**src/rtl/vis_pkg.sv**
```systemverilog
package vis_pkg;

  // Strobes from control to datapath
  typedef struct packed {
    logic load;
    logic step;
  } visStrobe_t;

  typedef enum logic [1:0] {
    ST_IDLE = 2'd0,
    ST_RUN  = 2'd1,
    ST_DONE = 2'd2
  } visState_t;

endpackage

```
**src/rtl/vis_pred_table.sv**
```systemverilog
module vis_pred_table #(
  parameter int ENTRIES = 4,
  parameter int RIDX_W  = 5,
  localparam int SLOT_W = (ENTRIES > 1) ? $clog2(ENTRIES) : 1
) (
  input  logic              clk,
  input  logic              rstN,
  input  logic              wrEn,
  input  logic [SLOT_W-1:0] wrSlot,
  input  logic              wrValid,
  input  logic              wrFp,
  input  logic [RIDX_W-1:0] wrKey,
  input  logic [RIDX_W-1:0] wrVal,
  input  logic              wrInv,
  input  logic [RIDX_W-1:0] lookupKey,
  output logic              hit,
  output logic [RIDX_W-1:0] hitVal,
  output logic              hitInv
);

  logic [ENTRIES-1:0] entValid;
  logic [ENTRIES-1:0] entFp;
  logic [ENTRIES-1:0] entInv;
  logic [RIDX_W-1:0]  entKey [ENTRIES];
  logic [RIDX_W-1:0]  entVal [ENTRIES];
  logic [ENTRIES-1:0] entMatch;

  for (genvar e = 0; e < ENTRIES; e++) begin : gEntry
    always_ff @(posedge clk or negedge rstN) begin
      if (!rstN) begin
        entValid[e] <= 1'b0;
        entFp[e]    <= 1'b0;
        entInv[e]   <= 1'b0;
        entKey[e]   <= '0;
        entVal[e]   <= '0;
      end else if (wrEn && (wrSlot == SLOT_W'(e))) begin
        entValid[e] <= wrValid;
        entFp[e]    <= wrFp;
        entInv[e]   <= wrInv;
        entKey[e]   <= wrKey;
        entVal[e]   <= wrVal;
      end
    end
    // only integer-file entries apply to an integer destination
    assign entMatch[e] = entValid[e] && !entFp[e] && (entKey[e] == lookupKey);
  end

  // lowest slot wins: scan downward so the last assignment is slot 0
  always_comb begin
    hit    = 1'b0;
    hitVal = '0;
    hitInv = 1'b0;
    for (int e = ENTRIES - 1; e >= 0; e--) begin
      if (entMatch[e]) begin
        hit    = 1'b1;
        hitVal = entVal[e];
        hitInv = entInv[e];
      end
    end
  end

endmodule

```
**src/rtl/vis_ctrl.sv**
```systemverilog
module vis_ctrl
  import vis_pkg::*;
(
  input  logic       clk,
  input  logic       rstN,
  input  logic       start,
  input  logic       lenIsZero,
  input  logic       isLast,
  output visStrobe_t strobe,
  output logic       busy,
  output logic       done
);

  visState_t stateQ, stateD;

  always_comb begin
    stateD      = stateQ;
    strobe.load = 1'b0;
    strobe.step = 1'b0;
    unique case (stateQ)
      ST_IDLE: begin
        if (start) begin
          strobe.load = 1'b1;
          stateD      = lenIsZero ? ST_DONE : ST_RUN;
        end
      end
      ST_RUN: begin
        strobe.step = 1'b1;
        if (isLast) stateD = ST_DONE;
      end
      ST_DONE: stateD = ST_IDLE;
      default: stateD = ST_IDLE;
    endcase
  end

  always_ff @(posedge clk or negedge rstN) begin
    if (!rstN) stateQ <= ST_IDLE;
    else       stateQ <= stateD;
  end

  assign busy = (stateQ == ST_RUN);
  assign done = (stateQ == ST_DONE);

endmodule

```
**src/rtl/vis_dpath.sv**
```systemverilog
module vis_dpath
  import vis_pkg::*;
#(
  parameter int XLEN   = 32,
  parameter int RIDX_W = 5,
  localparam int IDX_W = $clog2(XLEN),
  localparam int LEN_W = $clog2(XLEN + 1)
) (
  input  logic              clk,
  input  logic              rstN,
  input  visStrobe_t        strobe,
  input  logic [RIDX_W-1:0] rdIn,
  input  logic [RIDX_W-1:0] rs1In,
  input  logic [RIDX_W-1:0] rs2In,
  input  logic              rdVec,
  input  logic              rs1Vec,
  input  logic              rs2Vec,
  input  logic [LEN_W-1:0]  vlIn,
  input  logic [LEN_W-1:0]  rdLenIn,
  input  logic              maskHit,
  input  logic              maskInv,
  input  logic [XLEN-1:0]   predData,
  output logic              lenIsZero,
  output logic              isLast,
  output logic              maskBit,
  output logic [IDX_W-1:0]  elemIdx,
  output logic [RIDX_W-1:0] elemRd,
  output logic [RIDX_W-1:0] elemRs1,
  output logic [RIDX_W-1:0] elemRs2
);

  localparam logic [LEN_W-1:0] MAX_LEN = LEN_W'(XLEN);

  logic [LEN_W-1:0]  vlClamp, rdLenClamp, cntD, cntQ;
  logic [XLEN-1:0]   maskD, maskQ;
  logic [IDX_W-1:0]  idxQ;
  logic [RIDX_W-1:0] rdQ, rs1Q, rs2Q;
  logic              rdVecQ, rs1VecQ, rs2VecQ;

  assign vlClamp    = (vlIn > MAX_LEN) ? MAX_LEN : vlIn;
  assign rdLenClamp = (rdLenIn > MAX_LEN) ? MAX_LEN : rdLenIn;
  assign cntD       = (vlClamp < rdLenClamp) ? vlClamp : rdLenClamp;
  assign lenIsZero  = (cntD == '0);

  always_comb begin
    if (!maskHit)     maskD = '1;
    else if (maskInv) maskD = ~predData;
    else              maskD = predData;
  end

  always_ff @(posedge clk or negedge rstN) begin
    if (!rstN) begin
      cntQ    <= '0;
      maskQ   <= '0;
      idxQ    <= '0;
      rdQ     <= '0;
      rs1Q    <= '0;
      rs2Q    <= '0;
      rdVecQ  <= 1'b0;
      rs1VecQ <= 1'b0;
      rs2VecQ <= 1'b0;
    end else if (strobe.load) begin
      cntQ    <= cntD;
      maskQ   <= maskD;
      idxQ    <= '0;
      rdQ     <= rdIn;
      rs1Q    <= rs1In;
      rs2Q    <= rs2In;
      rdVecQ  <= rdVec;
      rs1VecQ <= rs1Vec;
      rs2VecQ <= rs2Vec;
    end else if (strobe.step) begin
      idxQ <= idxQ + IDX_W'(1);
      rdQ  <= rdQ + RIDX_W'(rdVecQ);
      rs1Q <= rs1Q + RIDX_W'(rs1VecQ);
      rs2Q <= rs2Q + RIDX_W'(rs2VecQ);
    end
  end

  assign isLast  = (LEN_W'(idxQ) == (cntQ - LEN_W'(1)));
  assign maskBit = maskQ[idxQ];
  assign elemIdx = idxQ;
  assign elemRd  = rdQ;
  assign elemRs1 = rs1Q;
  assign elemRs2 = rs2Q;

endmodule

```
**src/rtl/vec_issue_seq.sv**
```systemverilog
module vec_issue_seq
  import vis_pkg::*;
#(
  parameter int XLEN    = 32,
  parameter int RIDX_W  = 5,
  parameter int ENTRIES = 4,
  localparam int IDX_W  = $clog2(XLEN),
  localparam int LEN_W  = $clog2(XLEN + 1),
  localparam int SLOT_W = (ENTRIES > 1) ? $clog2(ENTRIES) : 1
) (
  input  logic              clk,
  input  logic              rstN,
  input  logic              tblWe,
  input  logic [SLOT_W-1:0] tblSlot,
  input  logic              tblValid,
  input  logic              tblFp,
  input  logic [RIDX_W-1:0] tblKey,
  input  logic [RIDX_W-1:0] tblVal,
  input  logic              tblInv,
  input  logic              start,
  input  logic [RIDX_W-1:0] rdIn,
  input  logic [RIDX_W-1:0] rs1In,
  input  logic [RIDX_W-1:0] rs2In,
  input  logic              rdVec,
  input  logic              rs1Vec,
  input  logic              rs2Vec,
  input  logic [LEN_W-1:0]  vlIn,
  input  logic [LEN_W-1:0]  rdLenIn,
  output logic [RIDX_W-1:0] predRegSel,
  input  logic [XLEN-1:0]   predData,
  output logic              busy,
  output logic              done,
  output logic              elemWe,
  output logic [IDX_W-1:0]  elemIdx,
  output logic [RIDX_W-1:0] elemRd,
  output logic [RIDX_W-1:0] elemRs1,
  output logic [RIDX_W-1:0] elemRs2
);

  visStrobe_t strobe;
  logic maskHit, maskInv, lenIsZero, isLast, maskBit;

  vis_pred_table #(.ENTRIES(ENTRIES), .RIDX_W(RIDX_W)) uTable (
    .clk(clk), .rstN(rstN),
    .wrEn(tblWe), .wrSlot(tblSlot), .wrValid(tblValid), .wrFp(tblFp),
    .wrKey(tblKey), .wrVal(tblVal), .wrInv(tblInv),
    .lookupKey(rdIn), .hit(maskHit), .hitVal(predRegSel), .hitInv(maskInv)
  );

  vis_ctrl uCtrl (
    .clk(clk), .rstN(rstN), .start(start), .lenIsZero(lenIsZero),
    .isLast(isLast), .strobe(strobe), .busy(busy), .done(done)
  );

  vis_dpath #(.XLEN(XLEN), .RIDX_W(RIDX_W)) uDpath (
    .clk(clk), .rstN(rstN), .strobe(strobe),
    .rdIn(rdIn), .rs1In(rs1In), .rs2In(rs2In),
    .rdVec(rdVec), .rs1Vec(rs1Vec), .rs2Vec(rs2Vec),
    .vlIn(vlIn), .rdLenIn(rdLenIn),
    .maskHit(maskHit), .maskInv(maskInv), .predData(predData),
    .lenIsZero(lenIsZero), .isLast(isLast), .maskBit(maskBit),
    .elemIdx(elemIdx), .elemRd(elemRd), .elemRs1(elemRs1), .elemRs2(elemRs2)
  );

  assign elemWe = busy & maskBit;

endmodule

```
**config.mk**
```make
export PLATFORM = sky130hd
export DESIGN_NAME = vec_issue_seq
export DESIGN_NICKNAME = d
export VERILOG_FILES = /design/src/rtl/vis_pkg.sv /design/src/rtl/vis_pred_table.sv /design/src/rtl/vis_ctrl.sv /design/src/rtl/vis_dpath.sv /design/src/rtl/vec_issue_seq.sv
export SDC_FILE = /design/constraint.sdc
export NUM_CORES = 1
export LEC_CHECK = 0
export ABC_AREA = 1
export CAP_MARGIN = 25
export CORE_ASPECT_RATIO = 1.4
export CORE_MARGIN = 1
export CORE_UTILIZATION = 63
export CTS_CLUSTER_DIAMETER = 100
export DETAILED_ROUTE_END_ITERATION = 7
export DONT_BUFFER_PORTS = 1
export GPL_TIMING_DRIVEN = 0
export PLACE_DENSITY = 0.84
export SLEW_MARGIN = 20
export SYNTH_ARGS = -nofsm -noshare
export SYNTH_HDL_FRONTEND = slang
export SYNTH_SLANG_ARGS = --single-unit
```
**constraint.sdc**
```tcl
create_clock -name clk -period 2.02 [get_ports clk]
set_input_delay 0.303 -clock clk [delete_from_list [all_inputs] [get_ports clk]]
set_output_delay 0.303 -clock clk [all_outputs]
set_load 0.01 [all_outputs]
```
==> results.txt, run 1 <==
cell at the root of the clock tree -> sky130_fd_sc_hd__clkbuf_16
Syn Nets -> 1007
shortest period the worst path allows -> 2340 ps
Die Y-Extent -> 123 um
unrepaired setup endpoints after global routing -> yes
final estimated routing congestion in global placement -> 0.903
worst IR drop on VDD -> 0.775 mV
pre-CTS setup slack -> -294 ps
synth unique cells -> 41
biggest area consumer among synthesized cells -> sky130_fd_sc_hd__dfrtp_1
final hold slack -> -416 ps
async set-reset flop share out of synthesis -> 1.00
power share of the clock group -> 0.336
detailed-route DRC error count -> 0
initial cell density of the core -> 0.657
critical path capture point type -> flip-flop
data required time at the worst endpoint -> 2340 ps
cell with the largest stage delay on the worst path -> sky130_fd_sc_hd__dfrtp_1
category of the critical setup timing path -> flip-flop to flip-flop
Internal Pwr Total -> 0.00656 W
post-synthesis sequential element count -> 115
die footprint -> 10900 sq um
period utilization -> 1.16
PortBufs -> 0
Final #Nets -> 1059
vias post-DR -> 6764
wire length per cell -> 18.4 um
vias in the first global route -> 6179
ratio of routed vias to standard cells -> 6.08
number of pins exceeding their max-slew limit in the final report -> 0
logic gate share of total power -> 0.324
P_sw -> 0.00367 W
instance count after placement with tap cells included -> 1048
area of the mapped netlist -> 6610 sq um
Core Box Area -> 10100 sq um
PnR Total Power -> 0.0102 W
synthesis-to-layout area growth -> 25.1%
total negative slack for setup checks -> -6720 ps
fraction of post-synthesis cell area in the top cell type by area -> 0.435
Cells after Synth -> 913
Setup-failing EPs final -> 38
hold buffer count at CTS -> 1
Total Routed Length -> 20400 um
max-cap viol count -> 0
signal arrival time at the worst endpoint -> 2660 ps
final global-route overflow total -> 0
width of the die -> 88.6 um
global-route wire length before repair -> 28700 um
number of buffers created by CTS -> 17
most common cell after layout, fill and taps aside -> sky130_fd_sc_hd__nand2_1
initial detailed-routing violation count -> 671
class of the most critical hold timing path -> input port to async pin
smallest setup slack after layout -> -325 ps
Sink Count -> 115
nature of the critical path startpoint -> flip-flop
power density over the cells -> 1240 nW/um^2
ratio of cells with drive above 1 in the final layout -> 0.196
CTS tree -> built
later-pin clock latency in the skew report -> 420 ps
actual transition at the worst max-transition pin -> 571 ps
number of nets with antenna violations after routing -> 0
clock slew at the register clock pins of the worst setup and hold paths -> 60 ps
Synth area leaders -> sky130_fd_sc_hd__dfrtp_1 44%, sky130_fd_sc_hd__nand2_1 12%, sky130_fd_sc_hd__nor2_1 9.0%
Pre-antenna DRT Iters -> 8
Critical Path, Cell by Cell -> nand2_1 -> nand2_1 -> nor2_2 -> nand3_2 -> buf_6 -> buf_6 -> buf_4 -> a21oi_4 -> nand2_4 -> nand2_8 -> buf_6 -> nand3_2 -> nand2_1 -> nor2_1 -> nor2_1
achievable clock frequency -> 427 MHz
primary flip-flop cell chosen by synthesis mapping -> sky130_fd_sc_hd__dfrtp_1
most frequent cells in the layout -> 203 x sky130_fd_sc_hd__nand2_1, 144 x sky130_fd_sc_hd__nor2_1, 113 x sky130_fd_sc_hd__dfrtp_1
CP max stage delay -> 400 ps
Hold Vio Cnt, Final -> 115
standard-cell rows -> 43
gr usage total -> 0.352
number of warnings printed during yosys synthesis -> 0
Antenna diodes -> 0
share of the yosys chip area belonging to registers -> 0.435
maximum number of pins on one net before global-route repair -> 116
result of the run -> finished with violations
share of power burned in registers -> 0.340
CTS HTree Levels -> 4
initial antenna violation count -> 0
static leakage -> 3.75 nW
clk buf depth -> 2
fraction of power spent switching nets -> 0.359
maximum fanout encountered on the critical timing path -> 5
Final Non-Filler Cells -> 1113
Detail Placement HPWL -> 11800 um
IO Pins -> 109
EDFF count, synth -> 0
mean cell area of the mapped netlist -> 7.24 sq um
Post-Route Skew -> 9.10 ps
relative max-transition margin -> 0.620
failing checks -> hold timing, setup timing
final timing paths:
| check | start | end | slack, ps | depth (start not counted) |
|---|---|---|---|---|
| setup / recovery | uTable.entKey[6] | uDpath.maskQ[28] | -320 | 15 |
| hold / removal | rstN | uDpath.elemRs1[1] | -420 | 0 |
| setup reg to reg | uTable.entKey[6] | uDpath.maskQ[28] | -320 | 15 |
| hold reg to reg | uTable.entInv[0] | uTable.entInv[0] | 480 | 2 |
| max in group asynchronous | rstN | uTable.entVal[17] | 2300 | 0 |
| min in group clk | rdVec | uDpath.rdVecQ | 10 | 2 |
state kept, by name, indices dropped and copies added, names as in the netlist, 2 cells and up:
name             cells
uCtrl.stateQ         2
uDpath.cntQ          6
uDpath.elemIdx       5
uDpath.elemRd        5
uDpath.elemRs1       5
uDpath.elemRs2       5
uDpath.maskQ        32
uTable.entFp         4
uTable.entInv        4
uTable.entKey       20
uTable.entVal       20
uTable.entValid      4
metal layers:
layer,track usage,vias to the layer above,part of all wire
met2,0.603,409,0.52
met5,0,-,0
met3,0.0908,104,0.083
li1,-,3030,-
met4,0.203,0,0.049
met1,0.391,3221,0.35
power groups by stage:
stage	clock network, W	registers (W)	logic [W]
final	0.00343	0.00348	0.00331
after CTS	0.00342	0.00342	0.00286
after global placement	0	0.00341	0.00249
after floorplan	0	0.00330	0.00201
after detailed placement	0	0.00343	0.00257
after global routing	0.00352	0.00354	0.00365
synth_stat cells (all sizes together) (3+ instances only):
library cell  instances
nand2               220
nor2                163
dfrtp               115
inv                 102
o21ai                89
nand3                65
a21oi                48
clkbuf               21
buf                  20
ha                   13
o211ai               12
xor2                  8
nand4                 5
xnor2                 5
o22ai                 4
a21boi                3
nor3                  3
o32ai                 3
final cells by class:
cell class                      instances  area, sq um
Sequential cell                       115         2880
Timing Repair Buffer                   31          317
Clock inverter                          9          200
Multi-Input combinational cell        657         3530
Clock buffer                           23          468
Inverter                              102          390
Tap cell                              135          169
Buffer                                 41          323
Fill cell                             611         1790
critical path: cells and delay by family, from the launching register on:
| kind | cells | cell delay [ps] |
|---|---|---|
| AND/OR/NAND/NOR | 10 | 1150 |
| AO/OA/AOI/OAI | 1 | 160 |
| buffers and inverters | 4 | 520 |
| flip-flops | 1 | 400 |
through the flow:
stage / util / area, sq um
after floorplan: - / 6610
after global placement: 0.674 / 6780
after detailed placement: 0.674 / 6780
after CTS: 0.767 / 7720
after global routing: 0.822 / 8270
final: 0.822 / 8270
kinds of logic (layout without fill, tap and decap cells):
| logic type | count (synthesis) | in the layout | share of synthesized area |
|---|---|---|---|
| flops | 115 | 115 | 0.435 |
| xor+xnor | 13 | 13 | 0.0172 |
| buf+inv | 143 | 206 | 0.0958 |
| fa+ha+maj | 13 | 13 | 0.0246 |
| compound gates | 167 | 167 | 0.141 |
| simple gates | 460 | 462 | 0.283 |
| mux | 2 | 2 | 0.00303 |
timing repair:
action	4_1_cts	5_1_grt
gates cloned	1	11
buffers inserted	9	11
endpoints found under the setup margin	47	53
gates resized for setup	57	105
endpoints found under the hold margin	116	115
pin swaps	14	82
No activity file was read; power rests on OpenSTA's default activity.
==> run 2, diff against run 1 <==
--- a/config.mk
+++ b/config.mk
@@ -15,6 +15,7 @@
 export DONT_BUFFER_PORTS = 1
 export GPL_TIMING_DRIVEN = 0
 export PLACE_DENSITY = 0.84
+export SETUP_SLACK_MARGIN = 0.1
 export SLEW_MARGIN = 20
 export SYNTH_ARGS = -nofsm -noshare
 export SYNTH_HDL_FRONTEND = slang
==> run 2 against run 1 <==
Compared with the run above: the run still ends with hold timing, setup timing left; first-iteration DRC count decreased by 6.9%; sequential share of layout area increased by 0.50 points; non-clock buffer count increased by 1; wire length decreased by 2.1%; sequential cell count unchanged; highest routed layer unchanged.
==> results.txt, run 2 (synthesis results as in run 1) <==
initial cell density of the core -> 0.657 (unchanged)
Hold Vio Cnt, Final -> 115 (unchanged)
signal arrival time at the worst endpoint -> 2570 ps (-90 ps)
detailed-route DRC error count -> 0 (unchanged)
critical path capture point type -> flip-flop
max-cap viol count -> 0 (unchanged)
instance count after placement with tap cells included -> 1048 (unchanged)
initial antenna violation count -> 0 (unchanged)
actual transition at the worst max-transition pin -> 600 ps (+29.6 ps)
cell at the root of the clock tree -> sky130_fd_sc_hd__clkbuf_16
die footprint -> 10900 sq um (unchanged)
CP max stage delay -> 370 ps (-30 ps)
number of cell instances on the worst register-to-register path -> 16 (+1)
ratio of routed vias to standard cells -> 6.01 (-1.1%)
P_sw -> 0.00348 W (-5.0%)
global-route wire length before repair -> 28800 um (+0.29%)
most frequent cells in the layout -> 206 x sky130_fd_sc_hd__nand2_1, 140 x sky130_fd_sc_hd__nor2_1, 113 x sky130_fd_sc_hd__dfrtp_1
Total Routed Length -> 20000 um (-2.1%)
width of the die -> 88.6 um (unchanged)
IO Pins -> 109 (unchanged)
PortBufs -> 0 (unchanged)
Crit path buffers/inverters -> 5 (+1)
failing checks -> hold timing, setup timing
Core Box Area -> 10100 sq um (unchanged)
category of the critical setup timing path -> flip-flop to flip-flop
nature of the critical path startpoint -> flip-flop
cell with the largest stage delay on the worst path -> sky130_fd_sc_hd__dfrtp_1
Post-Route Skew -> 7.40 ps (-1.71 ps)
biggest regs -> uDpath.maskQ (32), uTable.entKey (20), uTable.entVal (20)
CTS HTree Levels -> 4 (unchanged)
number of nets with antenna violations after routing -> 0 (unchanged)
number of buffers created by CTS -> 17 (unchanged)
clock slew at the register clock pins of the worst setup and hold paths -> 50 ps (about the same)
final estimated routing congestion in global placement -> 0.884 (-2.1%)
data required time at the worst endpoint -> 2350 ps (about the same)
relative max-transition margin -> 0.600 (-0.0197)
Sink Count -> 115 (unchanged)
logic gate share of total power -> 0.333 (+0.009)
capturing point of the worst reg2reg path -> uDpath.maskQ[9]
Internal Pwr Total -> 0.00600 W (-8.6%)
CTS tree -> built
share of power burned in registers -> 0.365 (+0.025)
worst IR drop on VDD -> 0.812 mV (+4.8%)
Final #Nets -> 1060 (+0.094%)
Pre-antenna DRT Iters -> 5 (-3)
class of the most critical hold timing path -> input port to async pin
Setup-failing EPs final -> 38 (unchanged)
synthesis-to-layout area growth -> 23.4%
unrepaired setup endpoints after global routing -> yes
initial detailed-routing violation count -> 625 (-6.9%)
vias in the first global route -> 6276 (+1.6%)
Critical Path, Cell by Cell -> inv_1 -> nand2_1 -> nand2_1 -> nor2_1 -> nand3_2 -> buf_4 -> buf_4 -> buf_4 -> nand2_1 -> o21ai_2 -> nand2_4 -> nand2_8 -> buf_6 -> a21oi_2 -> nor2_1 -> nor2_1
total negative slack for setup checks -> -5660 ps (+1070 ps)
Register-to-Register Setup Slack -> -230 ps (+100 ps)
achievable clock frequency -> 445 MHz (+4.4%)
static leakage -> 3.74 nW (-0.33%)
later-pin clock latency in the skew report -> 420 ps (about the same)
period utilization -> 1.11 (-0.0488)
flip-flop and latch area -> 2880 sq um (unchanged)
final hold slack -> -418 ps (-2.04 ps)
number of fill cells in the layout -> 652 (+6.7%)
Detail Placement HPWL -> 11500 um (-2.4%)
standard-cell rows -> 43 (unchanged)
power density over the cells -> 1160 nW/um^2 (-6.0%)
result of the run -> finished with violations
fraction of power spent switching nets -> 0.368 (+0.00873)
power share of the clock group -> 0.302 (-0.034)
pre-CTS setup slack -> -297 ps (-2.97 ps)
vias post-DR -> 6675 (-1.3%)
register with the most flip-flops -> uDpath.maskQ
number of pins exceeding their max-slew limit in the final report -> 0 (unchanged)
most common cell after layout, fill and taps aside -> sky130_fd_sc_hd__nand2_1
gr usage total -> 0.354 (+0.00186)
smallest setup slack after layout -> -226 ps (+98.5 ps)
Antenna diodes -> 0 (unchanged)
wire length per cell -> 18.0 um (-2.0%)
maximum number of pins on one net before global-route repair -> 116 (unchanged)
clk buf depth -> 2 (unchanged)
final global-route overflow total -> 0 (unchanged)
Crit Reg-Reg Startpoint -> uTable.entKey[6]
Final Non-Filler Cells -> 1111 (-0.18%)
maximum fanout encountered on the critical timing path -> 6 (+1)
number of flip-flops in the largest register -> 32 (unchanged)
ratio of cells with drive above 1 in the final layout -> 0.193 (-0.00370)
shortest period the worst path allows -> 2250 ps (-98.5 ps)
Top delay family on crit path -> simple AND/OR/NAND/NOR gates
Die Y-Extent -> 123 um (unchanged)
area of combinational cells with multiple inputs -> 3510 sq um (-0.50%)
PnR Total Power -> 0.00948 W (-7.3%)
-- run 2: cell types whose count changed in the layout (fill, tap and decap cells not counted), moves of 3 or more --
cell,delta
sky130_fd_sc_hd__nand3_1,+10
sky130_fd_sc_hd__nand2_2,-3
sky130_fd_sc_hd__nand2_1,+3
sky130_fd_sc_hd__nand3_2,-12
sky130_fd_sc_hd__nor2_2,+3
sky130_fd_sc_hd__nor2_1,-4
sky130_fd_sc_hd__clkbuf_8,+4
sky130_fd_sc_hd__buf_4,+5
sky130_fd_sc_hd__a21oi_1,-4
sky130_fd_sc_hd__bufinv_16,-5
-- run 2: layer usage --
metal  share of wire  GRT usage
met5               0          0
met4           0.058      0.210
met3           0.079      0.100
met2            0.51      0.617
met1            0.35      0.375
-- run 2: per-stage QoR --
| step | cell area, sq um | hold WS, ps | util |
|---|---|---|---|
| CTS | 7790 | -419 | 0.774 |
| detailed placement | 6790 | 11.0 | 0.675 |
| global route | 8160 | -429 | 0.811 |
| floorplan | 6620 | 7.41 | - |
| finish | 8160 | -418 | 0.811 |
| global placement | 6790 | 11.2 | 0.675 |
-- run 2: worst max path at each step --
stage | from | end | slack [ps] | cells past startpoint
5_1_grt | uTable.entKey[6] | uDpath.maskQ[9] | -410 | 16
4_1_cts | uTable.entValid[2] | predRegSel[2] | -170 | 11
3_3_place_gp | uDpath.elemIdx[1] | elemWe | -270 | 7
6_report | uTable.entKey[6] | uDpath.maskQ[9] | -230 | 16
2_1_floorplan | vlIn[4] | uCtrl.stateQ[0] | 100 | 13
3_5_place_dp | uDpath.elemIdx[1] | elemWe | -300 | 7
-- run 2: power groups by stage --
stage	Sequential, W	Combinational [W]	Clock [W]
6_report	0.00346	0.00316	0.00286
3_5_place_dp	0.00342	0.00256	0
5_1_grt	0.00352	0.00346	0.00296
4_1_cts	0.00342	0.00292	0.00284
3_3_place_gp	0.00341	0.00249	0
2_1_floorplan	0.00330	0.00201	0
-- run 2: final cells by class --
class                      count  share of cell area
tap                          135              0.0207
clock buffer                  25              0.0632
sequential                   115               0.353
buffer                        41              0.0433
inverter                     102              0.0482
timing repair buffer          32              0.0356
clock inverter                 4             0.00583
multi-input combinational    657               0.430
-- run 2: timing repair --
| action | in CTS | in global routing |
|---|---|---|
| setup buffers | 11 | 14 |
| endpoints found under the setup margin | 60 | 50 |
| gates cloned | 8 | 1 |
| gates resized for setup | 90 | 76 |
| hold endpoints to repair | 115 | 115 |
| pin swaps | 58 | 67 |
